### config.mk
export PLATFORM = sky130hd
export DESIGN_NAME = dma_chain_seq
export DESIGN_NICKNAME = d
export VERILOG_FILES = /design/src/rtl/dma_seq_pkg.sv /design/src/rtl/dma_addr_step.sv /design/src/rtl/dma_xfer_cnt.sv /design/src/rtl/dma_chain_seq.sv
export SDC_FILE = /design/constraint.sdc
export NUM_CORES = 1
export LEC_CHECK = 0
export BUFFER_PORTS_ARGS = -buffer_cell sky130_fd_sc_hd__buf_4
export CAP_MARGIN = 40
export CORE_MARGIN = 1
export CORE_UTILIZATION = 50
export CTS_CLUSTER_DIAMETER = 50
export CTS_CLUSTER_SIZE = 20
export DETAILED_ROUTE_END_ITERATION = 8
export HOLD_SLACK_MARGIN = 0.1
export PLACE_DENSITY_LB_ADDON = 0.1
export SETUP_SLACK_MARGIN = 0.1
export SLEW_MARGIN = 20
export SYNTH_ARGS = -nofsm -noshare
export SYNTH_HDL_FRONTEND = slang
export SYNTH_HIERARCHICAL = 1
export SYNTH_SLANG_ARGS = --single-unit
### constraint.sdc
create_clock -name clk -period 5.4 [get_ports clk]
set_input_delay 0.27 -clock clk [delete_from_list [all_inputs] [get_ports clk]]
set_output_delay 0.27 -clock clk [all_outputs]
set_load 0.005 [all_outputs]
### src/rtl/dma_seq_pkg.sv
package dma_seq_pkg;
   localparam int CNT_W   = 12;
   localparam int BURST_W = 6;
   localparam int CTL_W   = 32;

   typedef struct packed {
      logic [4:0]         rsvd;
      logic               link_irq;
      logic               link_en;
      logic               retry;
      logic               fill_one;
      logic               fill_en;
      logic               dst_fix;
      logic               src_fix;
      logic [BURST_W-1:0] burst;
      logic [1:0]         wcode;
      logic [CNT_W-1:0]   count;
   } ctl_t;

   typedef enum logic [3:0] {
      ST_IDLE, ST_LOAD, ST_RD_REQ, ST_RD_WAIT, ST_WR_REQ, ST_WR_WAIT,
      ST_FINISH, ST_FT_REQ, ST_FT_WAIT
   } seq_state_t;
endpackage

### src/rtl/dma_addr_step.sv
module dma_addr_step #(
   parameter int AW    = 32,
   parameter int LEN_W = 7
) (
   input  logic             clk,
   input  logic             rst_n,
   input  logic             load,
   input  logic [AW-1:0]    load_addr,
   input  logic             adv,
   input  logic             hold,
   input  logic [1:0]       wcode,
   input  logic [LEN_W-1:0] len,
   output logic [AW-1:0]    addr
);
   localparam int STEP_W = LEN_W + 2;

   logic [STEP_W-1:0] step;
   assign step = {2'b00, len} << wcode;

   always_ff @(posedge clk or negedge rst_n) begin
      if (!rst_n)               addr <= '0;
      else if (load)            addr <= load_addr;
      else if (adv && !hold)    addr <= addr + AW'(step);
   end
endmodule

### src/rtl/dma_xfer_cnt.sv
module dma_xfer_cnt #(
   parameter int CW = 12
) (
   input  logic          clk,
   input  logic          rst_n,
   input  logic          load,
   input  logic [CW-1:0] load_val,
   input  logic          dec,
   output logic          is_zero,
   output logic          is_last
);
   logic [CW-1:0] cnt;

   always_ff @(posedge clk or negedge rst_n) begin
      if (!rst_n)                 cnt <= '0;
      else if (load)              cnt <= load_val;
      else if (dec && cnt != '0)  cnt <= cnt - 1'b1;
   end

   assign is_zero = (cnt == '0);
   assign is_last = (cnt == CW'(1));
endmodule

### src/rtl/dma_chain_seq.sv
module dma_chain_seq
   import dma_seq_pkg::*;
#(
   parameter int AW = 32,
   parameter int DW = 32,
   parameter int BW = BURST_W
) (
   input  logic              clk,
   input  logic              rst_n,
   input  logic              start,
   input  logic              err_clr,
   input  logic [AW-1:0]     cfg_next,
   input  logic [AW-1:0]     cfg_src,
   input  logic [AW-1:0]     cfg_dst,
   input  logic [CTL_W-1:0]  cfg_ctrl,
   output logic              req_valid,
   input  logic              req_ready,
   output logic              req_write,
   output logic [AW-1:0]     req_addr,
   output logic [BW:0]       req_len,
   output logic [DW-1:0]     req_wdata,
   input  logic              resp_valid,
   input  logic              resp_err,
   input  logic [DW-1:0]     resp_rdata,
   output logic              busy,
   output logic              done,
   output logic              irq,
   output logic              err_flag
);
   localparam int LEN_W      = BW + 1;
   localparam int MAX_BURST  = 1 << BW;
   localparam int WORD_BYTES = 4;
   localparam int N_PORTS    = 2;

   initial begin
      if (BW != BURST_W) $error("BW must match the control word burst field");
      if (AW < 16 || AW > DW) $error("AW must lie in 16..DW");
      if (DW < CTL_W) $error("DW must hold a control word");
   end

   seq_state_t state;
   ctl_t       ctl_q;
   logic [AW-1:0] next_q;
   logic [1:0]    fidx;
   logic [AW-1:0] fbuf [3];
   logic          done_q, irq_q, err_q;

   // load path: from cfg on start, or from fetched words
   logic          ld_en;
   logic [AW-1:0] ld_src, ld_dst, ld_next;
   ctl_t          ld_ctl;
   logic          fetch_last_ok;

   assign fetch_last_ok = (state == ST_FT_WAIT) && resp_valid && !resp_err && (fidx == 2'd3);

   always_comb begin
      ld_en   = 1'b0;
      ld_src  = cfg_src;
      ld_dst  = cfg_dst;
      ld_next = cfg_next;
      ld_ctl  = ctl_t'(cfg_ctrl);
      if (state == ST_IDLE && start) begin
         ld_en = 1'b1;
      end else if (fetch_last_ok) begin
         ld_en   = 1'b1;
         ld_next = fbuf[0];
         ld_src  = fbuf[1];
         ld_dst  = fbuf[2];
         ld_ctl  = ctl_t'(resp_rdata[CTL_W-1:0]);
      end
   end

   // burst length decode: zero field means the maximum
   logic [LEN_W-1:0] blen;
   assign blen = (ctl_q.burst == '0) ? LEN_W'(MAX_BURST) : {1'b0, ctl_q.burst};

   // one completed, error-free write
   logic xfer_ok;
   assign xfer_ok = (state == ST_WR_WAIT) && resp_valid && !resp_err;

   // address steppers: index 0 = source, 1 = destination
   logic [AW-1:0] addr_q  [N_PORTS];
   logic [AW-1:0] addr_ld [N_PORTS];
   logic          addr_fx [N_PORTS];

   assign addr_ld[0] = ld_src;
   assign addr_ld[1] = ld_dst;
   assign addr_fx[0] = ctl_q.src_fix;
   assign addr_fx[1] = ctl_q.dst_fix;

   generate
      for (genvar g = 0; g < N_PORTS; g++) begin : g_port
         dma_addr_step #(.AW(AW), .LEN_W(LEN_W)) i_step (
            .clk       (clk),
            .rst_n     (rst_n),
            .load      (ld_en),
            .load_addr (addr_ld[g]),
            .adv       (xfer_ok),
            .hold      (addr_fx[g]),
            .wcode     (ctl_q.wcode),
            .len       (blen),
            .addr      (addr_q[g])
         );
      end
   endgenerate

   logic cnt_zero, cnt_last;

   dma_xfer_cnt #(.CW(CNT_W)) i_cnt (
      .clk      (clk),
      .rst_n    (rst_n),
      .load     (ld_en),
      .load_val (ld_ctl.count),
      .dec      (xfer_ok),
      .is_zero  (cnt_zero),
      .is_last  (cnt_last)
   );

   // fill pattern: replicated select bit, or zero in copy mode
   logic [DW-1:0] fill_word;
   generate
      if (DW > 0) begin : g_fill
         assign fill_word = ctl_q.fill_en ? {DW{ctl_q.fill_one}} : '0;
      end
   endgenerate

   // sequencing
   always_ff @(posedge clk or negedge rst_n) begin
      if (!rst_n) begin
         state  <= ST_IDLE;
         ctl_q  <= '0;
         next_q <= '0;
         fidx   <= '0;
         for (int i = 0; i < 3; i++) fbuf[i] <= '0;
         done_q <= 1'b0;
         irq_q  <= 1'b0;
         err_q  <= 1'b0;
      end else begin
         done_q <= 1'b0;
         irq_q  <= 1'b0;
         if (err_clr) err_q <= 1'b0;
         if (ld_en) begin
            ctl_q  <= ld_ctl;
            next_q <= ld_next;
         end
         unique case (state)
            ST_IDLE:  if (start) state <= ST_LOAD;
            ST_LOAD: begin
               if (ctl_q.wcode == 2'b11) begin
                  err_q <= 1'b1;
                  state <= ST_IDLE;
               end else if (cnt_zero)   state <= ST_FINISH;
               else if (ctl_q.fill_en) state <= ST_WR_REQ;
               else                    state <= ST_RD_REQ;
            end
            ST_RD_REQ: if (req_ready) state <= ST_RD_WAIT;
            ST_RD_WAIT: if (resp_valid) begin
               if (!resp_err)          state <= ST_WR_REQ;
               else if (ctl_q.retry)   state <= ST_RD_REQ;
               else begin
                  err_q <= 1'b1;
                  state <= ST_IDLE;
               end
            end
            ST_WR_REQ: if (req_ready) state <= ST_WR_WAIT;
            ST_WR_WAIT: if (resp_valid) begin
               if (!resp_err) begin
                  if (cnt_last)           state <= ST_FINISH;
                  else if (ctl_q.fill_en) state <= ST_WR_REQ;
                  else                    state <= ST_RD_REQ;
               end else if (ctl_q.retry) state <= ST_WR_REQ;
               else begin
                  err_q <= 1'b1;
                  state <= ST_IDLE;
               end
            end
            ST_FINISH: begin
               irq_q <= ctl_q.link_irq;
               if (ctl_q.link_en && next_q != '0) begin
                  fidx  <= '0;
                  state <= ST_FT_REQ;
               end else begin
                  done_q <= 1'b1;
                  state  <= ST_IDLE;
               end
            end
            ST_FT_REQ: if (req_ready) state <= ST_FT_WAIT;
            ST_FT_WAIT: if (resp_valid) begin
               if (resp_err) begin
                  if (ctl_q.retry) state <= ST_FT_REQ;
                  else begin
                     err_q <= 1'b1;
                     state <= ST_IDLE;
                  end
               end else if (fidx == 2'd3) begin
                  state <= ST_LOAD;
               end else begin
                  fbuf[fidx] <= resp_rdata[AW-1:0];
                  fidx       <= fidx + 1'b1;
                  state      <= ST_FT_REQ;
               end
            end
            default: state <= ST_IDLE;
         endcase
      end
   end

   // request outputs
   logic fetch_now, fill_now;
   assign fetch_now = (state == ST_FT_REQ);
   assign fill_now  = ctl_q.fill_en;

   always_comb begin
      req_valid = 1'b0;
      req_write = 1'b0;
      req_addr  = addr_q[0];
      req_len   = blen;
      req_wdata = '0;
      unique case (state)
         ST_RD_REQ: req_valid = 1'b1;
         ST_WR_REQ: begin
            req_valid = 1'b1;
            req_write = 1'b1;
            req_addr  = addr_q[1];
            req_wdata = fill_word;
         end
         ST_FT_REQ: begin
            req_valid = 1'b1;
            req_addr  = next_q + AW'(fidx) * AW'(WORD_BYTES);
            req_len   = LEN_W'(1);
         end
         default: ;
      endcase
   end

   assign busy     = (state != ST_IDLE);
   assign done     = done_q;
   assign irq      = irq_q;
   assign err_flag = err_q;
endmodule

==> results of run 1 <==
==> per-stage QoR <==
step	power [uW]	cells	worst slack (ps)	cell area [um^2]
finish	9200	2147	1620	18500
global route	9750	2147	1410	18500
CTS	9140	2143	1660	18500
detailed placement	6670	1990	1700	16400
global placement	6550	1983	1500	16200
floorplan	5310	1476	2460	14500
==> cell usage in the layout (no fill, tap or decap), types with 11 or more instances in the layout <==
| master | count |
|---|---|
| o211ai_1 | 15 |
| a21oi_1 | 41 |
| mux2_2 | 86 |
| nand3_1 | 49 |
| nor4_1 | 15 |
| o21ai_0 | 75 |
| nor2_1 | 39 |
| a22oi_1 | 90 |
| clkbuf_16 | 34 |
| xor2_1 | 39 |
| nor3_1 | 15 |
| mux2_1 | 91 |
| nor2b_1 | 35 |
| nand4_1 | 22 |
| inv_1 | 13 |
| mux2i_1 | 33 |
| and2_1 | 14 |
| and3_1 | 11 |
| dlygate4sd3_1 | 92 |
| buf_4 | 252 |
| nand2_1 | 197 |
| dfrtp_1 | 228 |
| xnor2_1 | 26 |
| ha_1 | 27 |
==> worst max path at each step <==
stage	slack [ps]	from	to	depth (start not counted)
floorplan	2460	ctl_q[12]	g_port[1].i_step/addr[14]	11
global placement	1500	ctl_q[16]	g_port[0].i_step/addr[10]	11
detailed placement	1700	ctl_q[16]	g_port[1].i_step/addr[28]	10
CTS	1660	ctl_q[16]	g_port[1].i_step/addr[28]	10
global route	1410	ctl_q[16]	g_port[1].i_step/addr[26]	10
finish	1620	ctl_q[16]	g_port[1].i_step/addr[28]	10
==> final cells by class <==
cell class              count  share of cell area
flip-flops and latches    228               0.308
repair buffers            354               0.162
well taps                 384              0.0259
diodes                      1            0.000135
inverters                  14             0.00297
multi-input cells        1105               0.436
clock inverters            25              0.0187
clock buffers              36              0.0468
==> cells by family after synthesis <==
group           after synthesis
compound gates              310
xor+xnor                     65
fa+ha+maj                    30
buf+inv                     143
flops                       228
mux                         211
simple gates                489
==> where the power goes <==
part	leakage, uW	switching, uW	internal, uW
registers	0.00291	770	2200
logic	0.00506	2120	1740
clock network	0.000583	889	1490
==> flip-flops by register name, summed over array words and instances, names as in the netlist <==
register	count
done	1
err_flag	1
i_cnt/cnt	12
fbuf	96
ctl_q	12
next_q	32
addr_fx	2
g_port.i_step/addr	64
state	4
irq	1
fill_now	1
fidx	2
==> worst max-delay path: stages, from the launching register on <==
cell       delay [ps]
dfrtp_1           500
or4_1             550
nor3_1            430
mux2i_1           200
nor2b_1           150
ha_1              290
a21o_1            270
o2111ai_1         210
o32a_1            660
mux2i_1           280
nand3_1            90
==> timing repair <==
item,CTS,global route
setup endpoints to repair,0,0
endpoints found under the hold margin,235,0
hold buffers,92,0
==> metal layers <==
| layer | share of wire | track usage | wire length (um) |
|---|---|---|---|
| met3 | 0.075 | 0.0666 | 3500 |
| met1 | 0.45 | 0.457 | 21100 |
| met4 | 0.022 | 0.0846 | 1040 |
| met2 | 0.45 | 0.479 | 21300 |
| met5 | 0 | 0 | 0 |
==> results.toml, run 1 <==
[timing]
fin_setup_tns_ps = 0
whs_ps = 111
min_period_over_period = 0.701
finalCriticalPeriod_ps = 3780
worst_slew_pin_slew_ps = 845
drv_slew = 0
slew_headroom = 0.437
hold_viol_final = 0
clock_skew_ps = 14.9
rsz0062_at_grt = "no"
max_freq_mhz = 264
setup_viol = 0

[floorplan]
start_util = 0.507
ios = 244
die-area_um2 = 29700
rows = 62
core_area_um2 = 28600
die_y_um = 172
fp.dieW_um = 172

[status]
status = "finished, final reports clean"

[power]
power.static_leakage_uw = 0.00856
pwr_density_cell_nw_per_um2 = 496
irDropWorstVdd_v = 0.000279

[detailed_routing]
via_per_inst = 5.93
drc_errors = 0
drt-total-wl_um = 46900
drt_iter0_drc = 1157
ant_nets = 0
num_vias = 12700
drtPass1Iterations = 6
wl_per_cell_um = 21.8

[layout]
utilization = 0.648
nNetsFinal = 1934
area_growth_pct = 27.8
multi_input_area_um2 = 8080
regArea_um2 = 5710
drive_gt1_frac = 0.254
fillers = 2352

[worst_hold_path]
min_from = "cfg_src[23]"
whs_endpoint = "g_port[0].i_step/addr[23]"
min_path_type = "in2reg"
whs_path_depth = 4

[yosys]
synth_edf_count = 0
yosys-top-cells-area = "dfrtp_1, mux2_1, mux2_2"
async_flop_share = 1.00
synthDominantCellAreaShare = 0.393
syn_inst = 1476
synth_top_area_cell = "dfrtp_1"
ys_seq_area_frac = 0.393
ys.warnings.count = 6
ys_ff_latch = 228
muxShareOfSynthArea = 0.161
synthFlopType = "dfrtp_1"
synth_top_family_by_area = "simple AND/OR/NAND/NOR gates"
synthesis.area_um2 = 14500
synth_xor_area_frac = 0.0392
synth_compound_area_frac = 0.148
syn_nets = 1673
yosysMostFrequentCell = "dfrtp_1"
synth_adder_area_share = 0.0274
avgSynthCellArea_um2 = 9.83
synthDistinctLibCells = 84
synth-simple-area-share = 0.180
synth_common_cells = "dfrtp_1, nand2_1, mux2_1, a22oi_1, mux2_2"

[clock_network]
cts_setup_buffers = 0
clock_latency_ps = 510
cts_sinks = 228
clock_path_buffers = 3
cts.reportedPaths.clkPinSlew_ps = 50
cts-resized-gates = 0
cts_buffers = 34
cts_tree = "yes"
cts_root_buf = "clkbuf_16"
htreeDepth = 2

[global_routing]
track_usage = 0.317
grt_overflow_total = 0
grt_first_pass_wirelength_um = 70500
grt_max_degree = 138
grt_antenna_before_repair = 6
grt_pass1_vias = 12200

[placed_design]
port_buffers = 238
dp_hpwl_um = 33600
gp_congestion = 0.918

[critical_path]
rrSetupSlack_ps = 1620
path_class = "reg2reg"
setup.worst_path.start_class = "flip-flop"
rr_startpoint = "ctl_q[16]"
end_kind = "flip-flop"
r2r_cells = 10
worstPathRequired_ps = 5790
crit_fanout = 13
critPathArrivalTime_ps = 4170
worst_r2r_endpoint = "g_port[1].i_step/addr[28]"

[run]
cap_viol_max_count = 0
Note: power is estimated with default switching activity, not from simulation.
==> inputs of run 2 (changes only) <==
- clock period: 5.4 -> 3.4 ns (I/O delays scaled with it)
==> run 2 against run 1 <==
Combinational power grew 66%. Die area unchanged. Sequential power is 56% higher. Critical endpoint is now g_port[0].i_step/addr[10].
==> results.toml, run 2 (same netlist as run 1, synthesis figures left out) <==
[timing]
fin_setup_tns_ps = 0
max_freq_mhz = 319
finalCriticalPeriod_ps = 3140
slew_headroom = 0.558
timing.final.ws_setup_ps = 262
setup_viol = 0
min_period_over_period = 0.923
rsz0062_at_grt = "no"
drv_slew = 0
clock_skew_ps = 19.7
hold_viol_final = 0
worst_slew_pin_slew_ps = 664

[global_routing]
track_usage = 0.330
grt_antenna_before_repair = 7
grt_max_degree = 82
grt_pass1_vias = 13100
grt_overflow_total = 0
grt_first_pass_wirelength_um = 74100

[detailed_routing]
drc_errors = 0
num_vias = 13400
drt-total-wl_um = 48800
ant_nets = 0
wl_per_cell_um = 21.7
drt_iter0_drc = 1403
drtPass1Iterations = 5
via_per_inst = 5.97

[floorplan]
ios = 244
start_util = 0.507
core_area_um2 = 28600
fp.dieW_um = 172
die-area_um2 = 29700
die_y_um = 172
rows = 62

[clock_network]
htreeDepth = 1
cts_root_buf = "clkbuf_16"
cts_tree = "yes"
cts_buffers = 31
clock_path_buffers = 3
clock_latency_ps = 570
cts_sinks = 228
cts.reportedPaths.clkPinSlew_ps = 60
cts_setup_buffers = 0

[layout]
final_cell_mix = "buf_4, dfrtp_1, nand2_1, dlygate4sd3_1, mux2_1"
nNetsFinal = 2031
reg.largest.list = "fbuf (96), g_port.i_step/addr (64), next_q (32)"
multi_input_area_um2 = 8080
regArea_um2 = 5710
final_common_cell = "buf_4"
largest_register_ffs = 96
regMostFlops = "fbuf"
utilization = 0.678
fillers = 2204
area_growth_pct = 33.7
drive_gt1_frac = 0.250

[placed_design]
gp_congestion = 0.923
port_buffers = 238
dp_hpwl_um = 33900
pre_cts_slack_ps = 322

[run]
cap_viol_max_count = 0

[critical_path]
end_kind = "flip-flop"
crit_fanout = 11
worstPathRequired_ps = 3840
cpPeakStageDelay_ps = 510
slowest_stage = "or4_1"
setup.worst_path.start_class = "flip-flop"
critPathArrivalTime_ps = 3580
path_cells = "or4_1, nor3_1, buf_4, mux2i_1, nor2b_1, ha_1, a21oi_1, o211ai_1, a21oi_1, buf_4, nand3b_1, xnor2_1, mux2_2"
path_class = "reg2reg"

[worst_hold_path]
min_path_type = "in2reg"

[status]
status = "finished, final reports clean"

[power]
power.static_leakage_uw = 0.00892
pwr_density_cell_nw_per_um2 = 744
irDropWorstVdd_v = 0.000455
[run 2: final timing paths]
check / from / end / slack (ps) / cells past startpoint
min in group asynchronous: rst_n / fbuf[3] / 200 / 2
max: ctl_q[16] / g_port[0].i_step/addr[10] / 260 / 13
max in group asynchronous: rst_n / ctl_q[12] / 2290 / 3
min reg2reg: ctl_q[26] / ctl_q[26] / 480 / 2
max reg2reg: ctl_q[16] / g_port[0].i_step/addr[10] / 260 / 13
min: cfg_dst[31] / g_port[1].i_step/addr[31] / 190 / 5
[run 2: per-stage QoR]
| step | hold WS, ps | instance area, um^2 | cells | power (uW) |
|---|---|---|---|---|
| global route | 171 | 19400 | 2243 | 15300 |
| detailed placement | 220 | 16500 | 2011 | 10700 |
| CTS | 162 | 19400 | 2242 | 14400 |
| floorplan | -126 | 14500 | 1476 | 8430 |
| finish | 187 | 19400 | 2244 | 14400 |
| global placement | 219 | 16500 | 2011 | 10600 |
[run 2: report_power, final]
group,switching (uW),internal [uW]
logic,3510,2900
registers,1130,3490
clock network,1460,1950
total,6100,8340
[run 2: routing by layer]
metal / vias to the layer above / track usage / wire [um]
li1: 6119 / - / -
met1: 6592 / 0.479 / 21600
met2: 573 / 0.498 / 21700
met3: 108 / 0.0506 / 3820
met4: 2 / 0.115 / 1710
met5: - / 0 / 19
[run 2: worst max-delay path: cells and delay by family, from the launching register on]
| family | cells | cell delay, ps |
|---|---|---|
| buffers and inverters | 2 | 410 |
| DFF | 1 | 380 |
| adders and majority gates | 1 | 320 |
| xor gates and xnor gates | 1 | 60 |
| and+or+nand+nor | 4 | 930 |
| muxes | 2 | 330 |
| AOI/OAI and AO/OA | 3 | 570 |
[run 2: final cells by class]
type	instances	area share
Antenna cell	1	0.000129
Clock buffer	35	0.0418
Multi-Input combinational cell	1105	0.417
Timing Repair Buffer	454	0.205
Clock inverter	23	0.0151
Tap cell	384	0.0248
Sequential cell	228	0.294
Inverter	14	0.00284
[run 2: timing repair]
item	in CTS	in global routing
hold buffers	173	0
setup endpoints to repair	0	4
endpoints found under the hold margin	301	0
gates resized for setup	0	2
==> inputs of run 3 (changes only) <==
- CELL_PAD_IN_SITES_DETAIL_PLACEMENT: unset -> 0
- CELL_PAD_IN_SITES_GLOBAL_PLACEMENT: unset -> 1
- CORE_MARGIN: 1 -> unset
- CORE_UTILIZATION: 50 -> 40
- HOLD_SLACK_MARGIN: 0.1 -> 0.05
==> run 3 against run 2 <==
The run now ends with design-rule violations left. Worst hold slack worse by 140 ps. Non-clock buffer count down 33. Sequential cell count unchanged. Design area down 0.94%. Global-route usage down 5.6 points. Utilization down 14 points. Worst setup slack better by 6.2 ps. Sequential share of layout area up 0.28 points. Wire length up 3.2%. Combinational power about the same. Clock skew down 6.4 ps. Critical endpoint is now req_addr[18].
==> results.toml, run 3 (same netlist as run 1, synthesis figures left out) <==
[critical_path]
path_buf_inv = 1
crit_fanout = 7
r2r_cells = 12
critPathArrivalTime_ps = 2960
worstPathRequired_ps = 3230
cpPeakStageDelay_ps = 450
crit_start = "fidx[0]"
crit_family = "simple AND/OR/NAND/NOR gates"
path_class = "reg2out"
slowest_stage = "dfrtp_1"
setup.worst_path.start_class = "flip-flop"
rr_startpoint = "ctl_q[16]"
end_kind = "output port"
rrSetupSlack_ps = 330
path_cells = "ha_1, fa_1, nand2_1, nor4_4, nand4_1, xor2_1, o21ai_0, buf_4"
worst_r2r_endpoint = "g_port[1].i_step/addr[16]"

[placed_design]
dp_hpwl_um = 37000
port_buffers = 238
pre_cts_slack_ps = 359
gp_congestion = 0.909
postPlaceCellArea_um2 = 16700

[detailed_routing]
num_vias = 13000
drt-total-wl_um = 50300
wl_per_cell_um = 22.0
drtPass1Iterations = 7
wl_met1_um = 24300
via_per_inst = 5.66
top_layer_used = "met4"
drc_errors = 24
drt_iter0_drc = 781
met3_length_um = 2960
ant_nets = 0
route.met2.wl_um = 21900

[clock_network]
cts_root_buf = "clkbuf_16"
clock_path_buffers = 3
cts_sinks = 228
cts.reportedPaths.clkPinSlew_ps = 60
cts_tree = "yes"
clock_latency_ps = 510
cts_setup_buffers = 0
htreeDepth = 2
cts_buffers = 35

[global_routing]
grt_overflow_total = 0
grt_max_degree = 91
grt_antenna_before_repair = 7
grt_first_pass_wirelength_um = 76100
grt_pass1_vias = 12700
track_usage = 0.274

[timing]
worst_slew_pin_slew_ps = 641
hold_viol_final = 0
min_period_over_period = 0.921
fin_setup_tns_ps = 0
max_freq_mhz = 319
setup_viol = 0
clock_skew_ps = 13.3
drv_slew = 0
slew_headroom = 0.571
rsz0062_at_grt = "no"
timing.final.ws_setup_ps = 269
finalCriticalPeriod_ps = 3130

[layout]
largest_register_ffs = 96
drive_gt1_frac = 0.260
design_area_um2 = 19200
final_common_cell = "buf_4"
area_growth_pct = 32.4
utilization = 0.539
nNetsFinal = 2002
reg.largest.list = "fbuf (96), g_port.i_step/addr (64), next_q (32)"
final_cell_mix = "buf_4, dfrtp_1, nand2_1, dlygate4sd3_1, mux2_1"
regMostFlops = "fbuf"

[floorplan]
die_y_um = 192
ios = 244
core_area_um2 = 35700
start_util = 0.407
fp.dieW_um = 192
die-area_um2 = 37100
rows = 69

[worst_hold_path]
whs_path_depth = 4
whs_endpoint = "g_port[0].i_step/addr[8]"
min_from = "cfg_src[8]"
min_path_type = "in2reg"

[run]
cap_viol_max_count = 0

[power]
irDropWorstVdd_v = 0.000385
power.static_leakage_uw = 0.00884
pwr_density_cell_nw_per_um2 = 768

[status]
status = "complete, but fails checks"
violations = "design-rule violations"
[run 3: changes by cell type in the layout (fill, tap and decap cells not counted), moves of 2 or more]
| cell | previous run | this run |
|---|---|---|
| clkinv_2 | 0 | 4 |
| clkbuf_8 | 2 | 4 |
| dlygate4sd3_1 | 173 | 131 |
| bufinv_16 | 2 | 6 |
| clkbuf_16 | 31 | 35 |
| clkinv_8 | 6 | 0 |
| buf_4 | 271 | 282 |
| inv_6 | 4 | 2 |
| inv_8 | 4 | 0 |
[run 3: how the worst max path moves through the flow]
stage,end,cells after the start,slack (ps)
6_report,req_addr[18],8,270
3_5_place_dp,g_port[1].i_step/addr[11],11,360
3_3_place_gp,g_port[0].i_step/addr[21],12,380
2_1_floorplan,g_port[1].i_step/addr[14],11,460
5_1_grt,g_port[1].i_step/addr[20],12,120
4_1_cts,req_addr[18],8,260
[run 3: metal layers]
layer	track usage	vias up
met2	0.405	416
met1	0.420	6436
met3	0.0320	67
met5	0	-
met4	0.0715	0
li1	-	6049
[run 3: stage by stage]
step	instances	hold WS (ps)	total power (uW)
finish	2291	51.6	14800
global route	2289	63.2	15800
CTS	2289	51.0	14800
detailed placement	2098	193	10800
global placement	2097	191	10700
floorplan	1476	-126	8430
[run 3: cell type report]
| type | count | area [um^2] |
|---|---|---|
| multi-input cells | 1105 | 8080 |
| inverters | 14 | 55.1 |
| diodes | 2 | 5.00 |
| clock inverters | 18 | 265 |
| well taps | 461 | 577 |
| flip-flops and latches | 228 | 5710 |
| clock buffers | 42 | 942 |
| repair buffers | 421 | 3580 |
| fillers | 3302 | 16400 |
[run 3: report_power, final]
group / internal [uW] / switching [uW] / total [uW]
Sequential: 3490 / 1100 / 4590
Combinational: 2870 / 3540 / 6410
Clock: 2430 / 1330 / 3770
Total: 8790 / 5970 / 14800
[run 3: repair_timing]
item                                    4_1_cts  5_1_grt
hold buffers                                131        0
gates resized for setup                       0        2
endpoints found under the hold margin       248        0
endpoints found under the setup margin        0        8
[run 3: worst min-delay path, cell delays in order]
cell	delay, ps
buf_4	80
mux2_2	130
nand2_1	70
o21ai_0	70
